`src/rtl/regfile_pkg.sv`:
```
package regfile_pkg;

  localparam int WORD_W     = 16;
  localparam int BANK_REGS  = 7;
  localparam int SHR_REGS   = 3;
  localparam int SLOTS      = BANK_REGS + SHR_REGS;
  localparam int SEL_W      = 4;
  localparam int RD_W       = 2 * WORD_W;
  localparam int HALF_W     = WORD_W / 2;

  localparam logic [1:0] SZ_BYTE = 2'd0;
  localparam logic [1:0] SZ_WORD = 2'd1;
  localparam logic [1:0] SZ_LONG = 2'd2;

  localparam logic [SEL_W-1:0] SEL_ACTIVE_SP = SEL_W'(SLOTS);
  localparam logic [SEL_W-1:0] SLOT_USP      = SEL_W'(BANK_REGS + 1);
  localparam logic [SEL_W-1:0] SLOT_ISP      = SEL_W'(BANK_REGS + 2);

  typedef logic [SLOTS-1:0][WORD_W-1:0] slot_vec_t;

  function automatic logic [SEL_W-1:0] sp_slot(input logic use_usp);
    return use_usp ? SLOT_USP : SLOT_ISP;
  endfunction

  function automatic slot_vec_t wr_mask_f(input logic en, input logic [1:0] size,
                                          input logic [SEL_W-1:0] sel, input logic use_usp);
    slot_vec_t m;
    m = '0;
    if (en) begin
      case (size)
        SZ_BYTE: begin
          case (sel)
            4'd0: m[0] = {{HALF_W{1'b0}}, {HALF_W{1'b1}}};
            4'd1: m[0] = {{HALF_W{1'b1}}, {HALF_W{1'b0}}};
            4'd2: m[1] = {{HALF_W{1'b0}}, {HALF_W{1'b1}}};
            4'd3: m[1] = {{HALF_W{1'b1}}, {HALF_W{1'b0}}};
            default: ;
          endcase
        end
        SZ_WORD: begin
          if (sel < SEL_W'(SLOTS)) m[sel] = '1;
          else if (sel == SEL_ACTIVE_SP) m[sp_slot(use_usp)] = '1;
        end
        SZ_LONG: begin
          case (sel)
            4'd0: begin m[0] = '1; m[2] = '1; end
            4'd1: begin m[1] = '1; m[3] = '1; end
            4'd2: begin m[4] = '1; m[5] = '1; end
            default: ;
          endcase
        end
        default: ;
      endcase
    end
    return m;
  endfunction

  function automatic slot_vec_t wr_val_f(input logic [1:0] size, input logic [RD_W-1:0] d);
    slot_vec_t v;
    for (int i = 0; i < SLOTS; i++) begin
      if (size == SZ_BYTE) v[i] = {d[HALF_W-1:0], d[HALF_W-1:0]};
      else                 v[i] = d[WORD_W-1:0];
    end
    if (size == SZ_LONG) begin
      v[2] = d[RD_W-1:WORD_W];
      v[3] = d[RD_W-1:WORD_W];
      v[5] = d[RD_W-1:WORD_W];
    end
    return v;
  endfunction

  function automatic logic [RD_W-1:0] rd_value_f(input logic [1:0] size, input logic [SEL_W-1:0] sel,
                                                 input slot_vec_t w, input logic use_usp);
    logic [RD_W-1:0] r;
    r = '0;
    case (size)
      SZ_BYTE: begin
        case (sel)
          4'd0: r = RD_W'(w[0][HALF_W-1:0]);
          4'd1: r = RD_W'(w[0][WORD_W-1:HALF_W]);
          4'd2: r = RD_W'(w[1][HALF_W-1:0]);
          4'd3: r = RD_W'(w[1][WORD_W-1:HALF_W]);
          default: ;
        endcase
      end
      SZ_WORD: begin
        if (sel < SEL_W'(SLOTS)) r = RD_W'(w[sel]);
        else if (sel == SEL_ACTIVE_SP) r = RD_W'(w[sp_slot(use_usp)]);
      end
      SZ_LONG: begin
        case (sel)
          4'd0: r = {w[2], w[0]};
          4'd1: r = {w[3], w[1]};
          4'd2: r = {w[5], w[4]};
          default: ;
        endcase
      end
      default: ;
    endcase
    return r;
  endfunction

endpackage

```
`src/rtl/rf_write_decode.sv`:
```
module rf_write_decode
  import regfile_pkg::*;
(
  input  logic                 wr_en,
  input  logic [1:0]           wr_size,
  input  logic [SEL_W-1:0]     wr_sel,
  input  logic [RD_W-1:0]      wr_data,
  input  logic                 use_usp,
  output slot_vec_t            slot_mask,
  output slot_vec_t            slot_val
);

  always_comb begin
    slot_mask = wr_mask_f(wr_en, wr_size, wr_sel, use_usp);
    slot_val  = wr_val_f(wr_size, wr_data);
  end

endmodule

```
`src/rtl/rf_store.sv`:
```
module rf_store #(
  parameter int N_REGS = 7,
  parameter int W      = 16
) (
  input  logic                      clk,
  input  logic                      rst,
  input  logic                      en,
  input  logic [N_REGS-1:0][W-1:0]  wr_mask,
  input  logic [N_REGS-1:0][W-1:0]  wr_val,
  output logic [N_REGS-1:0][W-1:0]  q
);

  localparam int HW = W / 2;

  for (genvar i = 0; i < N_REGS; i++) begin : g_reg
    always_ff @(posedge clk) begin
      if (rst)     q[i] <= '0;
      else if (en) q[i] <= (q[i] & ~wr_mask[i]) | (wr_val[i] & wr_mask[i]);
    end

    AST_HIGH_BYTE_KEPT: assert property (@(posedge clk) disable iff (rst)
      (wr_mask[i][W-1:HW] == '0) |=> $stable(q[i][W-1:HW]));
    AST_LOW_BYTE_KEPT: assert property (@(posedge clk) disable iff (rst)
      (wr_mask[i][HW-1:0] == '0) |=> $stable(q[i][HW-1:0]));
  end

  AST_IDLE_STORE_HOLDS: assert property (@(posedge clk) disable iff (rst)
    !en |=> $stable(q));

endmodule

```
`src/rtl/rf_read_port.sv`:
```
module rf_read_port
  import regfile_pkg::*;
(
  input  logic [1:0]       size,
  input  logic [SEL_W-1:0] sel,
  input  slot_vec_t        words,
  input  logic             use_usp,
  output logic [RD_W-1:0]  data
);

  always_comb data = rd_value_f(size, sel, words, use_usp);

  AST_BYTE_ZERO_EXT: assert final (size != SZ_BYTE || data[RD_W-1:HALF_W] == '0);

endmodule

```
`src/rtl/banked_regfile.sv`:
```
module banked_regfile
  import regfile_pkg::*;
(
  input  logic        clk,
  input  logic        rst,
  input  logic        bank_sel_i,
  input  logic        usp_sel_i,
  input  logic        wr_en,
  input  logic [1:0]  wr_size,
  input  logic [3:0]  wr_sel,
  input  logic [31:0] wr_data,
  input  logic [1:0]  ra_size,
  input  logic [3:0]  ra_sel,
  output logic [31:0] ra_data,
  input  logic [1:0]  rb_size,
  input  logic [3:0]  rb_sel,
  output logic [31:0] rb_data,
  output logic        bank_o,
  output logic        usp_o
);

  localparam int N_BANKS = 2;
  localparam int N_PORTS = 2;

  logic bank_q;
  logic usp_q;

  slot_vec_t slot_mask;
  slot_vec_t slot_val;
  slot_vec_t visible;

  logic [BANK_REGS-1:0][WORD_W-1:0] bank_words [N_BANKS];
  logic [SHR_REGS-1:0][WORD_W-1:0]  shared_q;
  logic [N_BANKS-1:0]               bank_live;

  logic [1:0]       rp_size [N_PORTS];
  logic [SEL_W-1:0] rp_sel  [N_PORTS];
  logic [RD_W-1:0]  rp_data [N_PORTS];

  always_ff @(posedge clk) begin
    if (rst) begin
      bank_q <= 1'b0;
      usp_q  <= 1'b0;
    end else begin
      bank_q <= bank_sel_i;
      usp_q  <= usp_sel_i;
    end
  end

  rf_write_decode u_dec (
    .wr_en     (wr_en),
    .wr_size   (wr_size),
    .wr_sel    (wr_sel),
    .wr_data   (wr_data),
    .use_usp   (usp_q),
    .slot_mask (slot_mask),
    .slot_val  (slot_val)
  );

  for (genvar b = 0; b < N_BANKS; b++) begin : g_bank
    assign bank_live[b] = (bank_q == 1'(b));
    rf_store #(.N_REGS(BANK_REGS), .W(WORD_W)) u_store (
      .clk     (clk),
      .rst     (rst),
      .en      (bank_live[b]),
      .wr_mask (slot_mask[BANK_REGS-1:0]),
      .wr_val  (slot_val[BANK_REGS-1:0]),
      .q       (bank_words[b])
    );
  end

  rf_store #(.N_REGS(SHR_REGS), .W(WORD_W)) u_shared (
    .clk     (clk),
    .rst     (rst),
    .en      (1'b1),
    .wr_mask (slot_mask[SLOTS-1:BANK_REGS]),
    .wr_val  (slot_val[SLOTS-1:BANK_REGS]),
    .q       (shared_q)
  );

  always_comb visible = {shared_q, bank_q ? bank_words[1] : bank_words[0]};

  assign rp_size[0] = ra_size;
  assign rp_sel[0]  = ra_sel;
  assign rp_size[1] = rb_size;
  assign rp_sel[1]  = rb_sel;

  for (genvar p = 0; p < N_PORTS; p++) begin : g_port
    rf_read_port u_rd (
      .size    (rp_size[p]),
      .sel     (rp_sel[p]),
      .words   (visible),
      .use_usp (usp_q),
      .data    (rp_data[p])
    );
  end

  assign ra_data = rp_data[0];
  assign rb_data = rp_data[1];
  assign bank_o  = bank_q;
  assign usp_o   = usp_q;

  AST_RESET_CLEARS: assert property (@(posedge clk)
    rst |=> (!bank_o && !usp_o && visible == '0 && bank_words[0] == '0 && bank_words[1] == '0));
  AST_LONG_BOTH_HALVES: assert property (@(posedge clk) disable iff (rst)
    (wr_en && wr_size == SZ_LONG && wr_sel == 4'd2 && !bank_q)
    |=> (bank_words[0][5] == $past(wr_data[31:16]) && bank_words[0][4] == $past(wr_data[15:0])));
  AST_WRITE_USES_OLD_BANK: assert property (@(posedge clk) disable iff (rst)
    (wr_en && wr_size == SZ_WORD && wr_sel == 4'd0 && !bank_q && bank_sel_i)
    |=> (bank_words[0][0] == $past(wr_data[15:0])));
  AST_OTHER_SP_UNTOUCHED: assert property (@(posedge clk) disable iff (rst)
    (wr_en && wr_size == SZ_WORD && wr_sel == SEL_ACTIVE_SP && !usp_q) |=> $stable(shared_q[1]));
  AST_BAD_SIZE_IGNORED: assert property (@(posedge clk) disable iff (rst)
    (wr_size == 2'd3) |=> ($stable(bank_words[0]) && $stable(bank_words[1]) && $stable(shared_q)));

endmodule

```
`config.mk`:
```
export PLATFORM = sky130hd
export DESIGN_NAME = banked_regfile
export DESIGN_NICKNAME = d
export VERILOG_FILES = /design/src/rtl/regfile_pkg.sv /design/src/rtl/rf_write_decode.sv /design/src/rtl/rf_store.sv /design/src/rtl/rf_read_port.sv /design/src/rtl/banked_regfile.sv
export SDC_FILE = /design/constraint.sdc
export NUM_CORES = 1
export LEC_CHECK = 0
export ABC_CLOCK_PERIOD_IN_PS = 7100
export CAP_MARGIN = 5
export CELL_PAD_IN_SITES_DETAIL_PLACEMENT = 1
export CELL_PAD_IN_SITES_GLOBAL_PLACEMENT = 2
export CORE_ASPECT_RATIO = 0.7
export CORE_MARGIN = 2
export CORE_UTILIZATION = 40
export DETAILED_ROUTE_END_ITERATION = 8
export GPL_TIMING_DRIVEN = 0
export PLACE_DENSITY = 0.87
export SKIP_LAST_GASP = 1
export SYNTH_ARGS = -nofsm -noshare
export SYNTH_HDL_FRONTEND = slang
export SYNTH_SLANG_ARGS = --single-unit
```
`constraint.sdc`:
```
create_clock -name clk -period 7.1 [get_ports clk]
set_clock_uncertainty 0.05 [all_clocks]
set_input_delay 1.42 -clock clk [delete_from_list [all_inputs] [get_ports clk]]
set_output_delay 1.42 -clock clk [all_outputs]
set_load 0.05 [all_outputs]
```
## Yosys cells after proc, flatten, opt, wreduce, memory -nomap -nowiden

Index checks and enable logic that the tools add are counted.

- Register bits after elaboration: 274
- Input bits: 55
- Word-level logic and storage cells: 144

- Magnitude comparators: 9
- Equality and inequality tests: 18
- Mux-type cells: 36
- Bitwise logic cells: 54
- Reductions and logical operators: 8

Operator list:

| operator | count |
|---|---|
| 160-bit 2-to-1 mux | 3 |
| 32-bit case mux with 3 select lines | 5 |
| 16-bit bitwise AND | 27 |
| 16-bit OR | 17 |
| 16-bit binary-select mux with 4-bit select | 3 |
| 16-bit 2-to-1 mux | 11 |
| 16-bit NOT | 10 |
| 16-bit demux with 4-bit select | 2 |
| 32-bit 2-to-1 mux | 4 |
| 64-bit case mux with 2 select lines | 1 |
| 112-bit 2-to-1 mux | 1 |
| 64-bit 2-to-1 mux | 1 |
| 16-bit case mux with 2 select lines | 2 |
| 8-bit case mux with 4 select lines | 2 |
| 4-bit by 2-bit equality test with 1-bit output, second input constant | 6 |
| 4-bit by 5-bit less-than comparator with 1-bit output, second input constant | 4 |
| 4-bit by 1-bit equality test with 1-bit output, second input constant | 3 |
| 4-bit equality test, second input constant | 3 |
| 4-bit zero test | 3 |
| 4-bit less-than comparator, second input constant | 3 |
| 4-bit by 1-bit >= comparator with 1-bit output, second input constant | 2 |
| 2-bit by 1-bit equality test with 1-bit output, second input constant | 3 |
| 2-bit equality test, second input constant | 3 |
| 2-bit zero test | 3 |
| 2 further kinds | 3 |

## Longest topological paths before layout

- Depth after elaboration: 12
- Depth in mapped cells: 10

## By module

Synthesis repeated with hierarchy kept, for this count alone.

- Cells, all modules: 2376
- Area total of the unflattened synthesis: 21991.1 um^2

By module, submodules not included:

| module | times used | cells an instance | area each (um^2) | seq. area each (um^2) |
|---|---|---|---|---|
| rf_store (g_bank[0].u_store ...) | 2 | 485 | 4912.2 | 2242.2 |
| rf_read_port | 2 | 357 | 2652.5 | 0.0 |
| rf_write_decode | 1 | 353 | 2712.6 | 0.0 |
| rf_store (u_shared) | 1 | 208 | 2443.6 | 960.9 |
| banked_regfile | 1 | 131 | 1705.4 | 40.0 |

## Worst setup path after synthesis

OpenSTA, ideal clock, no wires.

- Path type: in2out
- From: input port rb_sel[0]
- To: output port rb_data[8]
- Arrival: 3.795 ns
- Data required time: 5.630 ns
- Setup slack: 1.835 ns
- Stages on the path: 7
- Path buffers: 3
- Path through: buf_2 > buf_2 > clkbuf_1 > mux4_2 > nor2_1 > a21oi_1 > o31ai_1

- Longest elaborated chain between the ends: 4
- Elaborated cells on any way between the ends: 11
- Those cells by class: order compare (1); eq/ne (3); mux (6); reduce/logical (1)

RTL lines:

| element | line | text |
|---|---|---|
| start: declaration | banked_regfile.sv:16 | `input logic [3:0] rb_sel,` |
| 16-bit binary-select mux with 4-bit select / 4-bit equality test (equally long branches) | regfile_pkg.sv:87, regfile_pkg.sv:88 |  |
| 16-bit 2-to-1 mux, on equally long branches | regfile_pkg.sv:87, regfile_pkg.sv:88 |  |
| 32-bit 2-to-1 mux | regfile_pkg.sv:87 | `if (sel < SEL_W'(SLOTS)) r = RD_W'(w[sel]);` |
| 32-bit case mux with 3 select lines * | regfile_pkg.sv:76 | `case (size)` |
| end: declaration | banked_regfile.sv:17 | `output logic [31:0] rb_data,` |

Every way passes the cells marked *; elsewhere a longest branch is shown, timed or not. The select of a mux whose other input is x is not followed.

## Final worst setup path

- From: input port ra_sel[2]
- To: output port ra_data[4]

- Longest elaborated chain between the ends: 4
- Elaborated cells on any way between the ends: 13
- Those cells by class: order compare (1); eq/ne (4); mux (7); reduce/logical (1)

RTL lines:

| element | line | text |
|---|---|---|
| start: declaration | banked_regfile.sv:13 | `input logic [3:0] ra_sel,` |
| 16-bit binary-select mux with 4-bit select / 4-bit equality test (equally long branches) | regfile_pkg.sv:87, regfile_pkg.sv:88 |  |
| 16-bit 2-to-1 mux, on equally long branches | regfile_pkg.sv:87, regfile_pkg.sv:88 |  |
| 32-bit 2-to-1 mux | regfile_pkg.sv:87 |  |
| 32-bit case mux with 3 select lines * | regfile_pkg.sv:76 |  |
| end: declaration | banked_regfile.sv:14 | `output logic [31:0] ra_data,` |

Marked as above.

==> run summary <==
Outcome
- finished with violations — result of the run
- capacitance limit, slew limit, setup timing — failing checks

Placed design
- 113 — # port buffers
- 1.08 — Final Wtd Congestion
- 82.1 mm — half-perimeter wire length after detailed placement

Worst setup path
- buffers and inverters — delay-heaviest family, CP
- 1.00 ns — slowest stage delay, CP
- 4 — number of buffers and inverters on the critical path
- clkdlybuf4s50_1 — cell with the most instances on the worst path
- output port — endpoint type of the worst setup path
- 5.67 ns — WP data arrival
- primary input — crit start category
- 4.05 ns — setup slack on the worst flop-to-flop path
- nor3b_2 — Critical-path top delay cell
- 10 — Critical Path Fanout Max
- 9 — worst reg-to-reg path cell count
- 8 — stages on the worst setup path
- in2out — crit path kind
- bank_o$_SDFF_PP0_ — worst reg2reg path startpoint
- 5.63 ns — required arrival time at the worst endpoint
- clkdlybuf4s50_1 -> buf_1 -> nor3b_2 -> clkbuf_1 -> o211ai_1 -> a31oi_1 -> a221o_1 -> clkdlybuf4s50_1 — crit path cell chain

STA
- 1.56 ns — Least-Margin Pin Slew
- 0 — Fin. Hold Viols
- -0.0383 ns — setup slack after layout
- 101% — share of the clock period used by the worst path
- -6.74% — worst relative slew slack
- 0.441 ns — worst hold margin
- 13 — max-slew violations
- 0.140 GHz — highest clock rate
- 7.14 ns — time the worst path needs with I/O delays and setup
- 1 — number of setup violations in the final report
- no — RSZ-0062 raised after global routing

Min path
- 2 — Cells on Worst Hold Path
- reg2reg — min-delay worst type

Drt
- 2418 — count of routing violations after the opening detailed-route iteration
- 6.83 — routed vias/inst
- 6 — first drt pass iteration count
- 0 — detailed-route DRC error count
- 37.7 um — wire length per cell after detailed routing
- 18600 — Via Count
- 0 — Post-DRT Antenna Nets
- 102 mm — Post-Route WL

Logic synthesis
- 77 — number of distinct library cell variants in the gate-level netlist after synthesis
- dfxtp_1 — main flop type after synthesis
- 1991 — cells after synthesis
- 0% — FFs w/ async S/R, synth
- nor2_1 — most used standard cell by instance count after synthesis
- 8.58 um2 — Post-Syn Area per Cell
- 0 — number of synthesized flops with an enable pin
- 0.0171 mm2 — Syn Std Cell Area
- dfxtp_1, mux2i_1, nor2_1, mux4_2, a211oi_1 — cells taking the most area after synthesis
- 32.1% — Synth top area share
- 0 — total of warnings raised by yosys
- 32.1% — share of the yosys chip area belonging to registers
- 2050 — Post-Synthesis Net Count
- dfxtp_1 — post-synth top area cell
- nor2_1, dfxtp_1, mux2i_1 — most common library cells after synthesis
- 274 — FF+latch count, synth

Floorplanning
- 121 — I/O pin cnt
- 63 — Rows
- 0.0423 mm2 — area of the core
- 251 um — DIE WIDTH
- 0.0444 mm2 — full die area
- 177 um — Die Span Y
- 40.4% — Initial Utilization

Clock network
- 0.59 ns — source-to-sink clock delay at the later pin of the worst-skew pair
- 0 — Setup Buffers After CTS
- 29 — number of buffers added by the clock tree synthesis step
- 0 — total of cells resized after clock tree synthesis
- yes — CTS tree
- 3 — Max clock buf depth
- 0 — number of buffers added to fix hold violations after cts
- 274 — TritonCTS Sinks
- 0.06 ns — clock slew at reported path FFs
- 1 — total number of H-tree levels
- clkbuf_16 — CTS Root Buffer Type

Layout
- 2197 — final net count
- 47.1% — share of the core filled with cells
- 16.5% — Synth-to-Final Area Change
- 14.9% — fraction of layout cells with a size suffix above 1

Global routing
- 14 — antenna violations before repair
- 18000 — via count of the first global-routing pass
- 0 — total global routing overflow
- 141 mm — wire length of the first global-routing pass
- 45.4% — total global-route track usage
- 15 — largest net degree at the start of global routing

Power and ir drop
- 185 mW/mm2 — power density over the cells
- 0.204 mV — worst IR drop on VDD
- 6.84 nW — leakage power figure
- 3.67 mW — total power consumption of the routed design

Job
- 6 — MaxCap Viol Count

worst max path at each step:
stage,start,end,slack [ns]
after floorplan,rb_sel[0],rb_data[8],1.83
after global placement,rb_sel[2],rb_data[7],0.03
after detailed placement,rb_sel[2],rb_data[7],0.08
after CTS,rb_sel[2],rb_data[7],0.08
after global routing,ra_sel[2],ra_data[4],0.05
final,ra_sel[2],ra_data[4],-0.04
placed cells by master, fill, tap and decap left out, drive strengths merged, types with 7 or more instances in the layout:
master	instances
clkdlybuf4s50	113
a21oi	127
a221o	10
mux2i	183
clkinv	8
o21ai	44
nand2	90
nor2b	9
nand3	14
nand2b	13
mux4	69
o32ai	8
a2bb2oi	10
o211ai	15
nor2	469
or3	7
nor3	39
inv	32
buf	101
o22ai	29
clkbuf	140
a22o	13
a211oi	113
o221ai	8
mux2	72
a22oi	25
dfxtp	274
and2	12
a31oi	25
worst register-to-register path, cell delays in order (launching register included):
cell and delay, ns:
dfxtp_1 0.36, buf_6 0.15, buf_6 0.24, buf_6 0.28, buf_4 0.32, buf_4 0.34, nand4_1 0.33, clkbuf_1 0.48
a21oi_1 0.30, nor2_1 0.06
cell type report:
type | instances | area, um2
diodes | 4 | 10.0
plain buffers | 197 | 995
clock buffers | 41 | 811
clock inverters | 12 | 128
fillers | 4998 | 22400
inverters | 31 | 116
multi-input cells | 1489 | 10500
flip-flops and latches | 274 | 5490
well taps | 552 | 691
repair buffers | 116 | 1160
cells by family (layout without fill, tap and decap cells):
family,after synthesis,after routing,share of synthesized area [%]
AOI/OAI and AO/OA,473,473,19.0
adders and majority gates,4,4,0.293
buffers and inverters,228,397,6.50
DFF,274,274,32.1
muxes,324,324,24.7
other,0,4,0
and+or+nand+nor,688,688,17.4
report_power, final:
part           internal, mW  leakage (nW)  switching [mW]  total [mW]
Sequential             1.55          2.21         0.00922        1.55
Clock                 0.871         0.461           0.711        1.58
Combinational         0.145          4.17           0.389       0.535
Total                  2.56          6.84            1.11        3.67
metrics by stage:
stage	TNS (ns)	cells	area, um2	worst slack, ns
4_1_cts	0	2711	19900	0.0794
6_report	-0.0383	2716	19900	-0.0383
3_3_place_gp	0	2656	18900	0.0258
3_5_place_dp	0	2658	18900	0.0792
2_1_floorplan	0	1991	17100	1.83
5_1_grt	0	2712	19900	0.0509
metal layers:
| metal | GRT usage, % | vias up | share of wire, % |
|---|---|---|---|
| met4 | 25.0 | 8 | 6.5 |
| met3 | 17.7 | 324 | 14 |
| met2 | 62.1 | 1339 | 38 |
| li1 | - | 7526 | - |
| met5 | 0 | - | 0.049 |
| met1 | 60.9 | 9361 | 41 |
No activity file was read; power rests on OpenSTA's default activity.
